===== config.mk =====
export PLATFORM = sky130hd
export DESIGN_NAME = sbadd_chain
export DESIGN_NICKNAME = d
export VERILOG_FILES = /design/src/rtl/sbadd_pkg.sv /design/src/rtl/sbadd_rst_sync.sv /design/src/rtl/sbadd_alu.sv /design/src/rtl/sbadd_ctrl.sv /design/src/rtl/sbadd_outreg.sv /design/src/rtl/sbadd_chain.sv
export SDC_FILE = /design/constraint.sdc
export NUM_CORES = 1
export LEC_CHECK = 0
export BUFFER_PORTS_ARGS = -buffer_cell sky130_fd_sc_hd__buf_2
export CAP_MARGIN = 20
export CORE_AREA = 2 2 52 66
export DETAILED_ROUTE_END_ITERATION = 8
export DIE_AREA = 0 0 54 68
export MAX_ROUTING_LAYER = met4
export PLACE_DENSITY = 0.55
export SYNTH_ARGS = -nofsm -noshare
export SYNTH_HDL_FRONTEND = slang
export SYNTH_SLANG_ARGS = --single-unit

===== constraint.sdc =====
create_clock -name clk -period 0.9 [get_ports clk]
set_input_delay 0 -clock clk [delete_from_list [all_inputs] [get_ports clk]]
set_output_delay 0 -clock clk [all_outputs]
set_load 0.005 [all_outputs]

===== src/rtl/sbadd_pkg.sv =====
`timescale 1ns/1ps
package sbadd_pkg;
  typedef enum logic {
    ST_ADD = 1'b0,
    ST_EXT = 1'b1
  } sbadd_state_e;
endpackage


===== src/rtl/sbadd_rst_sync.sv =====
`timescale 1ns/1ps
module sbadd_rst_sync #(
  parameter int STAGES = 2
) (
  input  logic clk,
  input  logic arst_n,
  output logic srst_n
);
  logic [STAGES-1:0] sync_q;

  always_ff @(posedge clk or negedge arst_n) begin
    if (!arst_n) begin
      sync_q <= '0;
    end else begin
      sync_q <= {sync_q[STAGES-2:0], 1'b1};
    end
  end

  assign srst_n = sync_q[STAGES-1];
endmodule


===== src/rtl/sbadd_alu.sv =====
`timescale 1ns/1ps
module sbadd_alu #(
  parameter int W = 8
) (
  input  logic [W-1:0] a_i,
  input  logic [W-1:0] b_i,
  input  logic         cin_i,
  output logic [W-1:0] sum_o,
  output logic         cout_o
);
  logic [W:0] cy;

  assign cy[0] = cin_i;

  generate
    for (genvar k = 0; k < W; k++) begin : g_bit
      assign sum_o[k]  = a_i[k] ^ b_i[k] ^ cy[k];
      assign cy[k+1]   = (a_i[k] & b_i[k]) | (cy[k] & (a_i[k] ^ b_i[k]));
    end
  endgenerate

  assign cout_o = cy[W];

  // ripple chain agrees with arithmetic sum
  always_comb begin
    p_sum_ok_r2: assert ({cout_o, sum_o} ==
                         ({1'b0, a_i} + {1'b0, b_i} + {{W{1'b0}}, cin_i}));
  end
endmodule


===== src/rtl/sbadd_ctrl.sv =====
`timescale 1ns/1ps
module sbadd_ctrl
  import sbadd_pkg::*;
(
  input  logic clk,
  input  logic rst_n,
  input  logic in_valid,
  input  logic in_last,
  input  logic slot_free,
  input  logic alu_cout,
  output logic in_ready,
  output logic load_sum,
  output logic load_ext,
  output logic carry_q
);
  sbadd_state_e state_q, state_d;
  logic         state_en;
  logic         carry_d, carry_en;

  always_comb begin
    in_ready = (state_q == ST_ADD) && slot_free;
    load_sum = in_valid && in_ready;
    load_ext = (state_q == ST_EXT) && slot_free;
  end

  always_comb begin
    state_d  = state_q;
    state_en = 1'b0;
    carry_d  = carry_q;
    carry_en = 1'b0;
    unique case (state_q)
      ST_ADD: begin
        if (load_sum) begin
          carry_d  = alu_cout;
          carry_en = 1'b1;
          if (in_last) begin
            state_d  = ST_EXT;
            state_en = 1'b1;
          end
        end
      end
      ST_EXT: begin
        if (load_ext) begin
          carry_d  = 1'b0;
          carry_en = 1'b1;
          state_d  = ST_ADD;
          state_en = 1'b1;
        end
      end
      default: begin
        state_d  = ST_ADD;
        state_en = 1'b1;
      end
    endcase
  end

  always_ff @(posedge clk or negedge rst_n) begin
    if (!rst_n) begin
      state_q <= ST_ADD;
    end else if (state_en) begin
      state_q <= state_d;
    end
  end

  always_ff @(posedge clk or negedge rst_n) begin
    if (!rst_n) begin
      carry_q <= 1'b0;
    end else if (carry_en) begin
      carry_q <= carry_d;
    end
  end

  // after the final pair no further pair is taken next cycle
  p_block_after_last_r6: assert property (@(posedge clk) disable iff (!rst_n)
    (in_valid && in_ready && in_last) |=> !in_ready);

  // carry is zero once the extra byte has been issued
  p_carry_clear_r8: assert property (@(posedge clk) disable iff (!rst_n)
    load_ext |=> (carry_q == 1'b0));

  // a final pair is always followed by an extra-byte load before new input
  p_ext_follows_r5: assert property (@(posedge clk) disable iff (!rst_n)
    (load_sum && in_last) |=> !load_sum);
endmodule


===== src/rtl/sbadd_outreg.sv =====
`timescale 1ns/1ps
module sbadd_outreg #(
  parameter int W = 8
) (
  input  logic         clk,
  input  logic         rst_n,
  input  logic         load,
  input  logic [W-1:0] load_data,
  input  logic         load_last,
  input  logic         out_ready,
  output logic         out_valid,
  output logic [W-1:0] out_data,
  output logic         out_last,
  output logic         slot_free
);
  logic         valid_d;
  logic         data_en;

  always_comb begin
    slot_free = !out_valid || out_ready;
    data_en   = load;
    if (load) begin
      valid_d = 1'b1;
    end else if (out_ready) begin
      valid_d = 1'b0;
    end else begin
      valid_d = out_valid;
    end
  end

  always_ff @(posedge clk or negedge rst_n) begin
    if (!rst_n) begin
      out_valid <= 1'b0;
    end else begin
      out_valid <= valid_d;
    end
  end

  always_ff @(posedge clk or negedge rst_n) begin
    if (!rst_n) begin
      out_data <= '0;
      out_last <= 1'b0;
    end else if (data_en) begin
      out_data <= load_data;
      out_last <= load_last;
    end
  end

  // a stalled byte stays put
  p_hold_r7: assert property (@(posedge clk) disable iff (!rst_n)
    (out_valid && !out_ready) |=> (out_valid && $stable(out_data) && $stable(out_last)));

  // the closing byte is only ever 0x00 or 0x01
  p_ext_range_r5: assert property (@(posedge clk) disable iff (!rst_n)
    (out_valid && out_last) |-> (out_data[W-1:1] == '0));
endmodule


===== src/rtl/sbadd_chain.sv =====
`timescale 1ns/1ps
module sbadd_chain #(
  parameter int BYTE_W   = 8,
  parameter int SYNC_STG = 2
) (
  input  logic              clk,
  input  logic              rst_n,
  input  logic              in_valid,
  output logic              in_ready,
  input  logic [BYTE_W-1:0] in_a,
  input  logic [BYTE_W-1:0] in_b,
  input  logic              in_last,
  output logic              out_valid,
  input  logic              out_ready,
  output logic [BYTE_W-1:0] out_data,
  output logic              out_last
);
  localparam int PAD_W = BYTE_W - 1;

  logic              srst_n;
  logic [BYTE_W-1:0] sum_w;
  logic              cout_w;
  logic              carry_q;
  logic              load_sum, load_ext, slot_free;
  logic [BYTE_W-1:0] load_data;

  sbadd_rst_sync #(.STAGES(SYNC_STG)) u_rst (
    .clk    (clk),
    .arst_n (rst_n),
    .srst_n (srst_n)
  );

  sbadd_alu #(.W(BYTE_W)) u_alu (
    .a_i    (in_a),
    .b_i    (in_b),
    .cin_i  (carry_q),
    .sum_o  (sum_w),
    .cout_o (cout_w)
  );

  sbadd_ctrl u_ctrl (
    .clk       (clk),
    .rst_n     (srst_n),
    .in_valid  (in_valid),
    .in_last   (in_last),
    .slot_free (slot_free),
    .alu_cout  (cout_w),
    .in_ready  (in_ready),
    .load_sum  (load_sum),
    .load_ext  (load_ext),
    .carry_q   (carry_q)
  );

  assign load_data = load_sum ? sum_w : {{PAD_W{1'b0}}, carry_q};

  sbadd_outreg #(.W(BYTE_W)) u_out (
    .clk       (clk),
    .rst_n     (srst_n),
    .load      (load_sum || load_ext),
    .load_data (load_data),
    .load_last (load_ext),
    .out_ready (out_ready),
    .out_valid (out_valid),
    .out_data  (out_data),
    .out_last  (out_last),
    .slot_free (slot_free)
  );
endmodule


Yosys cells after proc, flatten, opt, wreduce, memory -nomap -nowiden
Index checks and enable logic that the tools add are counted.
Word-level totals
  input port bits: 21
  output and inout bits: 11
  logic and storage cells: 71
  register bits: 14
Cells by class
  equal/unequal tests: 2
  reductions and logical operators: 8
  mux-type cells: 14
  bitwise operators: 41
Operators by type and width (number)
  AND 1 bit: 16
  bitwise XOR 1 bit: 16
  two-way mux 1 bit: 9
  two-way mux 8 bit: 1
  OR 1 bit: 8
  one-hot mux 1 bit (2 select lines): 4
  inequality test 2 bit (second input constant): 2
  logical AND 1 bit: 3
  AND reduction 3 bit: 1
  logical OR 1 bit: 2
  nonzero test 2 bit: 1
  zero test 1 bit: 1
  NOT 1 bit: 1

Logic depth before layout (Yosys ltp)
Gate-level depths: netlist (run 1).
  depth in word-level cells: 19
  depth in mapped cells: 16
  depth with buffers taken out: 16

Cells and area by module
A second synthesis (run 1) with hierarchy kept.
Second synthesis, totals
  cells, all modules: 62
  area, all modules: 852.1 um^2
By module, submodules not included
  sbadd_outreg: seq. area each 250.2 um^2, instances 1, area an instance 409.1 um^2, cells an instance 22
  sbadd_alu: seq. area each 0.0 um^2, instances 1, area an instance 197.7 um^2, cells an instance 18
  sbadd_ctrl: seq. area each 50.0 um^2, instances 1, area an instance 117.6 um^2, cells an instance 10
  sbadd_chain: seq. area each 0.0 um^2, instances 1, area an instance 73.8 um^2, cells an instance 9
  sbadd_rst_sync: seq. area each 50.0 um^2, instances 1, area an instance 53.8 um^2, cells an instance 3

Least setup slack after synthesis (run 1)
Ideal clock, no wire load.
  path type: register to register
  start point: register u_ctrl.carry_q
  end point: register u_out.out_data[7]
  data arrival time: 3.196 ns
  data required time: 0.777 ns
  path slack: -2.420 ns
  library setup time: 0.123 ns
  cell stages (with the launch flop): 17
  clock period less this slack: 3.320 ns
  buffers on the path: 0
  cell sequence: dfrtp_1 fa_1 inv_1 fa_1 inv_1 fa_1 inv_1 fa_1 inv_1 fa_1 inv_1 fa_1 inv_1 fa_1 fa_1 a31oi_1 o21ai_1
On the way
  word-level cells in the longest chain between the ends: 16
RTL lines
  start: declaration: RTL line sbadd_ctrl.sv:14  | output logic carry_q
  start signal: assignment: RTL line sbadd_ctrl.sv:69  | carry_q <= carry_d;
  AND 1 bit: RTL line sbadd_alu.sv:18  | assign cy[k+1] = (a_i[k] & b_i[k]) | (cy[k] & (a_i[k] ^ b_i[k]));
  OR 1 bit: RTL line sbadd_alu.sv:18
  AND 1 bit: RTL line sbadd_alu.sv:18
  OR 1 bit: RTL line sbadd_alu.sv:18
  AND 1 bit: RTL line sbadd_alu.sv:18
  OR 1 bit: RTL line sbadd_alu.sv:18
  AND 1 bit: RTL line sbadd_alu.sv:18
  OR 1 bit: RTL line sbadd_alu.sv:18
  AND 1 bit: RTL line sbadd_alu.sv:18
  OR 1 bit: RTL line sbadd_alu.sv:18
  AND 1 bit: RTL line sbadd_alu.sv:18
  OR 1 bit: RTL line sbadd_alu.sv:18
  AND 1 bit: RTL line sbadd_alu.sv:18
  OR 1 bit: RTL line sbadd_alu.sv:18
  bitwise XOR 1 bit: RTL line sbadd_alu.sv:17  | assign sum_o[k] = a_i[k] ^ b_i[k] ^ cy[k];
  two-way mux 8 bit: RTL line sbadd_chain.sv:54  | assign load_data = load_sum ? sum_w : {{PAD_W{1'b0}}, carry_q};
  end signal: assignment: RTL line sbadd_outreg.sv:44  | out_data <= load_data;
  end: declaration: RTL line sbadd_outreg.sv:12  | output logic [W-1:0] out_data,
No other way between the ends.
A chain may end at the register's enable or synchronous reset.

Final worst setup path (run 1)
Ends and elaborated chain as after synthesis.

==> results.md, run 1 <==
* Worst Setup Slack, final at -2.48 ns
* Worst-case reg-to-reg path depth at 16
* Synthesized cell area at 877 µm²
* Worst path required time at 1.07 ns
* Final HPWL DP at 1.44 mm
* Clk_skew at 0.00223 ns
* Layout Nets at 159
* Antenna Nets Post-Route at 0
* CP dominant cell by count: fa_2
* Syn_area_per_cell at 10.2 µm²
* Met2 usage at 21.3%
* Grt met3 use at 0.655%
* Die W at 54 µm
* GR Util All Layers at 12.5%
* H-tree depth at 1
* Share of layout cells above drive strength 1 at 53.1%
* Iter 0 DRT Violations at 13
* Reg2reg start: u_ctrl.carry_q$_DFFE_PN0P_
* Startpoint Class: register
* Critical Path Max Stage Delay at 0.52 ns
* First-pass GRT wire length at 3.28 mm
* DR WL/cell at 12.0 µm
* Area leader, netlist: dfrtp_1
* Sequential share of the synthesized area at 39.9%
* # clock sinks at 14
* Commonest non-fill, non-tap cell in the layout: buf_2
* Port-buffer cells at 31
* Final setup TNS at -13.88 ns
* Max-Cap Viols at 0
* Drt first pass iters at 4
* Clk_lat worst skew at 0.24 ns
* Met1 usage at 14.9%
* Synth top area cells: dfrtp_1, fa_1, a31oi_1
* Highest-count cells in the layout ignoring fill and taps: buf_2, dfrtp_1, a31oi_1, o21ai_1
* Max VDD drop at 0.885 mV
* Routed via count at 720
* Die Area at 3670 µm²
* CP max-delay cell: fa_2
* Num CTS Buffers at 3
* Largest net degree at the start of global routing at 21
* Synth unique cells at 19
* Via density at 4.36
* Status: finished, violations left
* Max clock buf depth at 2
* Synth top area share at 39.9%
* GRT Max-Usage Layer: met2
* Crit path from: u_ctrl.carry_q$_DFFE_PN0P_
* Crit end category: register
* PwrDens at 1710 nW/µm²
* Clk pin slew, worst setup/hold paths at 0.06 ns
* Worst path cell trace: fa_2, inv_2, fa_2, inv_2, fa_2, inv_2, fa_2, inv_2, fa_2, inv_2, fa_2, inv_2, fa_2, fa_2, a31oi_1, o21ai_1
* Unrepaired setup endpoints after global routing: true
* Final setup viols at 13
* Clock root cell: clkbuf_8
* Failing checks: setup timing
* Leakage at 0.610 nW
* Die H at 68 µm
* Initial antenna violation count at 0
* Critical path type: register to register
* Ports at 32
* Net Count, Synth at 115
* Placer Congestion at 0.774
* R2r endpoint: u_out.out_data[7]$_DFFE_PN0P_
* Synth-to-Final Area Change at 39.5%
* Crit path max fanout at 2
* TritonCTS clock tree: yes
* Yosys reg bits at 14
* Hold Violations, Final at 0
* R2R Setup Slk at -2.48 ns
* Yosys warning count at 0
* Vias in the first global route at 750
* Grt ovf at 0
* # diodes at 0
* Fmax at 296 MHz
* Final wirelength at 1.99 mm
* Final Max Slew Viols at 0
* Data arrival time of the critical path at 3.55 ns
* Effective utilization at floorplan at 28.2%
* Post-route DRC at 0
* Worst Hold Class: primary input to asynchronous set/reset pin
* Hold_ws at 0.0771 ns
* Minimum clock period at 3.38 ns
* Cell Rows at 23
* Final Core Density at 39.4%
* Core box area at 3110 µm²
* Final period utilization at 376%
* Cells after Synth at 86
==> through the flow <==
stage / instances / worst slack (ns) / power [mW] / cell area [µm²]
3_5_place_dp: 154 / -2.45 / 1.52 / 1100
4_1_cts: 165 / -2.49 / 2.12 / 1210
2_1_floorplan: 86 / -2.34 / 1.24 / 897
5_1_grt: 165 / -2.61 / 2.25 / 1220
6_report: 165 / -2.48 / 2.09 / 1220
3_3_place_gp: 154 / -2.44 / 1.51 / 1100
==> cell families (layout without fill, tap and decap cells) <==
kind of cell,after synthesis,after routing,synth area share [%]
simple gates,22,23,16.0
other cells,1,1,0.428
compound gates,21,21,14.7
flops,14,14,39.9
buf+inv,20,61,10.7
fa+ha+maj,8,8,18.3
==> Yosys cell counts <==
master,count
inv_1,15
nor2b_4,1
a31oi_1,9
a22o_2,1
buf_2,3
o21ai_1,7
a22o_1,2
nor3b_2,1
fa_1,8
nand2_1,8
conb_1,1
buf_6,2
nor2_1,1
and3b_2,1
nor2b_1,8
dfrtp_1,14
o21ai_0,2
nand2b_4,1
or3_1,1
==> layout make-up <==
type                       count  area [µm²]
timing repair buffer          43         264
tap                           37        46.3
clock buffer                   3        41.3
fill                         328        1880
sequential                    14         352
multi-input combinational     53         464
inverter                      15        56.3
==> flip-flops by register name (all words and copies together), names as in the netlist <==
register and cells:
u_rst.sync_q 2, u_ctrl.carry_q 1, u_ctrl.state_q 1, u_out.out_last 1, u_out.out_data 8, u_out.out_valid 1
==> layer usage <==
metal | wire length [µm] | up-vias
li1 | - | 359
met1 | 790 | 341
met2 | 1100 | 18
met3 | 76 | 2
met4 | 25 | 0
met5 | 0 | -
==> report_power, final <==
group | leakage, nW | switching (mW) | total, mW | internal [mW]
clock | 0.0216 | 0.216 | 0.511 | 0.295
combinational | 0.418 | 0.331 | 0.726 | 0.394
sequential | 0.170 | 0.0920 | 0.856 | 0.764
==> how the worst max path moves through the flow <==
stage,to,slack (ns),cells past startpoint
6_report,u_out.out_data[7]$_DFFE_PN0P_,-2.48,16
5_1_grt,u_out.out_data[7]$_DFFE_PN0P_,-2.61,16
4_1_cts,u_out.out_data[7]$_DFFE_PN0P_,-2.49,16
3_5_place_dp,u_out.out_data[7]$_DFFE_PN0P_,-2.45,16
3_3_place_gp,u_out.out_data[7]$_DFFE_PN0P_,-2.44,16
2_1_floorplan,u_out.out_data[7]$_DFFE_PN0P_,-2.34,16
==> worst max-delay path: cells and delay by family (launching register included) <==
family | cells | cell delay (ns)
flops | 1 | 0.40
fa+ha+maj | 8 | 2.39
buf+inv | 6 | 0.30
compound gates | 2 | 0.22
==> what timing repair did <==
action / CTS / global route
hold buffers: 2 / 0
setup endpoints to repair: 13 / 14
gates cloned: 1 / 0
hold endpoints to repair: 3 / 0
buffers inserted: 5 / 0
gates resized for setup: 8 / 4
pin swaps: 2 / 3
Note: power is estimated with default switching activity, not from simulation.
==> run 2: changes to the inputs <==
Settings changed: ABC_AREA set to 1, CORE_AREA 2 2 52 66 to 2 2 40 51, DIE_AREA 0 0 54 68 to 0 0 42 53, PLACE_DENSITY 0.55 to 0.77.
==> run 2 against run 1 <==
The run still ends with setup timing left. Cell count shrank 20%. Synthesized area down 14%. Via count fell by 12%. Critical path depth stayed put. Critical path type unchanged. Critical endpoint unchanged.
==> results.md, run 2 <==
* Grt met3 use at 1.37%
* Initial antenna violation count at 0
* Core box area at 1720 µm²
* Final Max Slew Viols at 0
* Antenna Nets Post-Route at 0
* Leakage at 0.556 nW
* Reg with most FFs: u_out.out_data
* # clock sinks at 14
* Total placed cells including tap cells at 125
* Commonest non-fill, non-tap cell in the layout: buf_2
* H-tree depth at 1
* Worst Hold Class: primary input to asynchronous set/reset pin
* Drt first pass iters at 4
* Routed via count at 637
* Critical path type: register to register
* Synth cell count leaders: nand2_1, inv_1, dfrtp_1
* Power, Total at 1.76 mW
* Data arrival time of the critical path at 3.43 ns
* Power share of the clock group at 19.0%
* Grt ovf at 0
* Worst Setup Slack, final at -2.32 ns
* Startpoint Class: register
* Cells after Synth at 75
* Effective utilization at floorplan at 43.9%
* Sequential Power Share at 48.7%
* Net Count, Synth at 104
* Yosys warning count at 0
* Final setup viols at 13
* Sequential share of the synthesized area at 46.4%
* Met2 usage at 30.7%
* Clk_skew at 0.000577 ns
* Unrepaired setup endpoints after global routing: true
* Worst path required time at 1.11 ns
* Pre-CTS setup slack at -2.35 ns
* Num CTS Buffers at 3
* Layout Nets at 144
* Synth top area cells: dfrtp_1, fa_1, nand2_1
* Gate power share at 32.3%
* Die Area at 2230 µm²
* Yosys reg bits at 14
* Sw Share at 31.6%
* Failing checks: setup timing
* Area leader, netlist: dfrtp_1
* Cell Rows at 17
* Final HPWL DP at 1.20 mm
* Minimum clock period at 3.22 ns
* Hold Violations, Final at 0
* Placer Congestion at 0.737
* Max-Cap Viols at 0
* Max clock buf depth at 2
* Post-synthesis async set-or-reset flop share at 100%
* Non-filler instance count after layout at 132
* # diodes at 0
* Number of synthesized flops with an enable pin at 0
* First-pass GRT wire length at 2.54 mm
* Die W at 42 µm
* Via density at 4.83
* Sw power at 0.556 mW
* Final wirelength at 1.54 mm
* Ports at 32
* Top Registers: u_out.out_data (8), u_rst.sync_q (2)
* Area of the multi-input gates at 359 µm²
* Largest register FFs at 8
* Port-buffer cells at 31
* Syn_area_per_cell at 10.1 µm²
* Vias in the first global route at 674
* Fmax at 310 MHz
* PwrDens at 1720 nW/µm²
* Met1 usage at 15.7%
* Synthesized cell area at 756 µm²
* Iter 0 DRT Violations at 10
* Clk_lat worst skew at 0.26 ns
* GRT Max-Usage Layer: met2
* Crit path max fanout at 2
* GR Util All Layers at 16.0%
* Synth unique cells at 13
* DR WL/cell at 11.7 µm
* Post-route DRC at 0
* Int Power at 1.20 mW
* Predominant post-synthesis flop cell: dfrtp_1
* Highest-count cells in the layout ignoring fill and taps: buf_2, nand2_1, dfrtp_1
* Clk pin slew, worst setup/hold paths at 0.08 ns
* Largest net degree at the start of global routing at 13
* Max VDD drop at 0.819 mV
* Final period utilization at 358%
* TritonCTS clock tree: yes
* Synth top area share at 46.4%
* Most common cell in the synthesized netlist: nand2_1
* Die H at 53 µm
* Clock root cell: clkbuf_4
* Share of layout cells above drive strength 1 at 50.4%
* Synth-to-Final Area Change at 34.8%
* Crit end category: register
* Status: finished, violations left
* FF+latch area at 352 µm²
* Number of fill cells in the layout at 153
==> run 2: layer usage <==
metal	part of all wire [%]	wire length, µm
met3	4.9	75
met5	0	0
met1	37	575
met2	56	855
met4	2.2	34
==> run 2: cells by family after synthesis <==
family | after synthesis | synth area share, %
simple gates | 29 | 16.6
buf+inv | 17 | 10.4
flops | 14 | 46.4
fa+ha+maj | 8 | 21.2
compound gates | 6 | 4.97
other cells | 1 | 0.496
==> run 2: what timing repair did <==
item	in CTS	in global routing
hold endpoints to repair	3	0
pin swaps	3	1
buffers inserted	2	0
hold buffers	2	0
resized for setup	5	2
endpoints found under the setup margin	13	13
gates cloned	0	0
==> run 2: path summary, 6_finish.rpt <==
check / depth (start not counted) / slack (ns) / startpoint / end
max: 16 / -2.32 / u_ctrl.carry_q$_DFFE_PN0P_ / u_out.out_data[7]$_DFFE_PN0P_
min: 2 / 0.04 / rst_n / u_rst.sync_q[0]$_DFF_PN0_
max reg2reg: 16 / -2.32 / u_ctrl.carry_q$_DFFE_PN0P_ / u_out.out_data[7]$_DFFE_PN0P_
min reg2reg: 0 / 0.20 / u_rst.sync_q[1]$_DFF_PN0_ / u_out.out_data[0]$_DFFE_PN0P_
max in group asynchronous: 0 / 0.36 / u_rst.sync_q[1]$_DFF_PN0_ / u_ctrl.state_q$_DFFE_PN0P_
min in group clk: 3 / 0.05 / in_valid / u_out.out_data[7]$_DFFE_PN0P_
==> run 2: layout make-up <==
type                    count  share of cell area, %
inverters                  15                   5.53
flip-flops and latches     14                   34.5
repair buffers             37                   20.1
multi-input cells          44                   35.3
clock buffers               3                   2.21
well taps                  19                   2.33
==> run 2: power groups by stage <==
stage / Sequential [mW] / Combinational, mW / Clock [mW]
5_1_grt: 0.874 / 0.637 / 0.369
3_5_place_dp: 0.861 / 0.518 / 0
3_3_place_gp: 0.858 / 0.491 / 0
2_1_floorplan: 0.866 / 0.266 / 0
4_1_cts: 0.853 / 0.558 / 0.338
6_report: 0.855 / 0.567 / 0.335
==> run 2: through the flow <==
stage / hold WS [ns] / util [%] / setup TNS (ns) / cell area [µm²]
final: 0.0419 / 59.1 / -13.10 / 1020
after detailed placement: -0.215 / 54.8 / -12.98 / 945
after CTS: 0.0349 / 58.7 / -13.14 / 1010
after global routing: 0.0578 / 59.1 / -14.14 / 1020
after global placement: -0.215 / 54.8 / -12.45 / 945
after floorplan: -0.296 / - / -11.83 / 773
==> run 2: worst max-delay path, stage by stage (launching register included) <==
cell and delay [ns]:
dfrtp_1 0.40, fa_2 0.35, inv_2 0.06, fa_2 0.18, inv_2 0.04, fa_2 0.32
inv_2 0.06, fa_2 0.19, inv_2 0.04, fa_2 0.32, inv_2 0.06, fa_2 0.18
inv_2 0.04, fa_2 0.33, fa_1 0.48, nand3_1 0.06, nand2_1 0.06
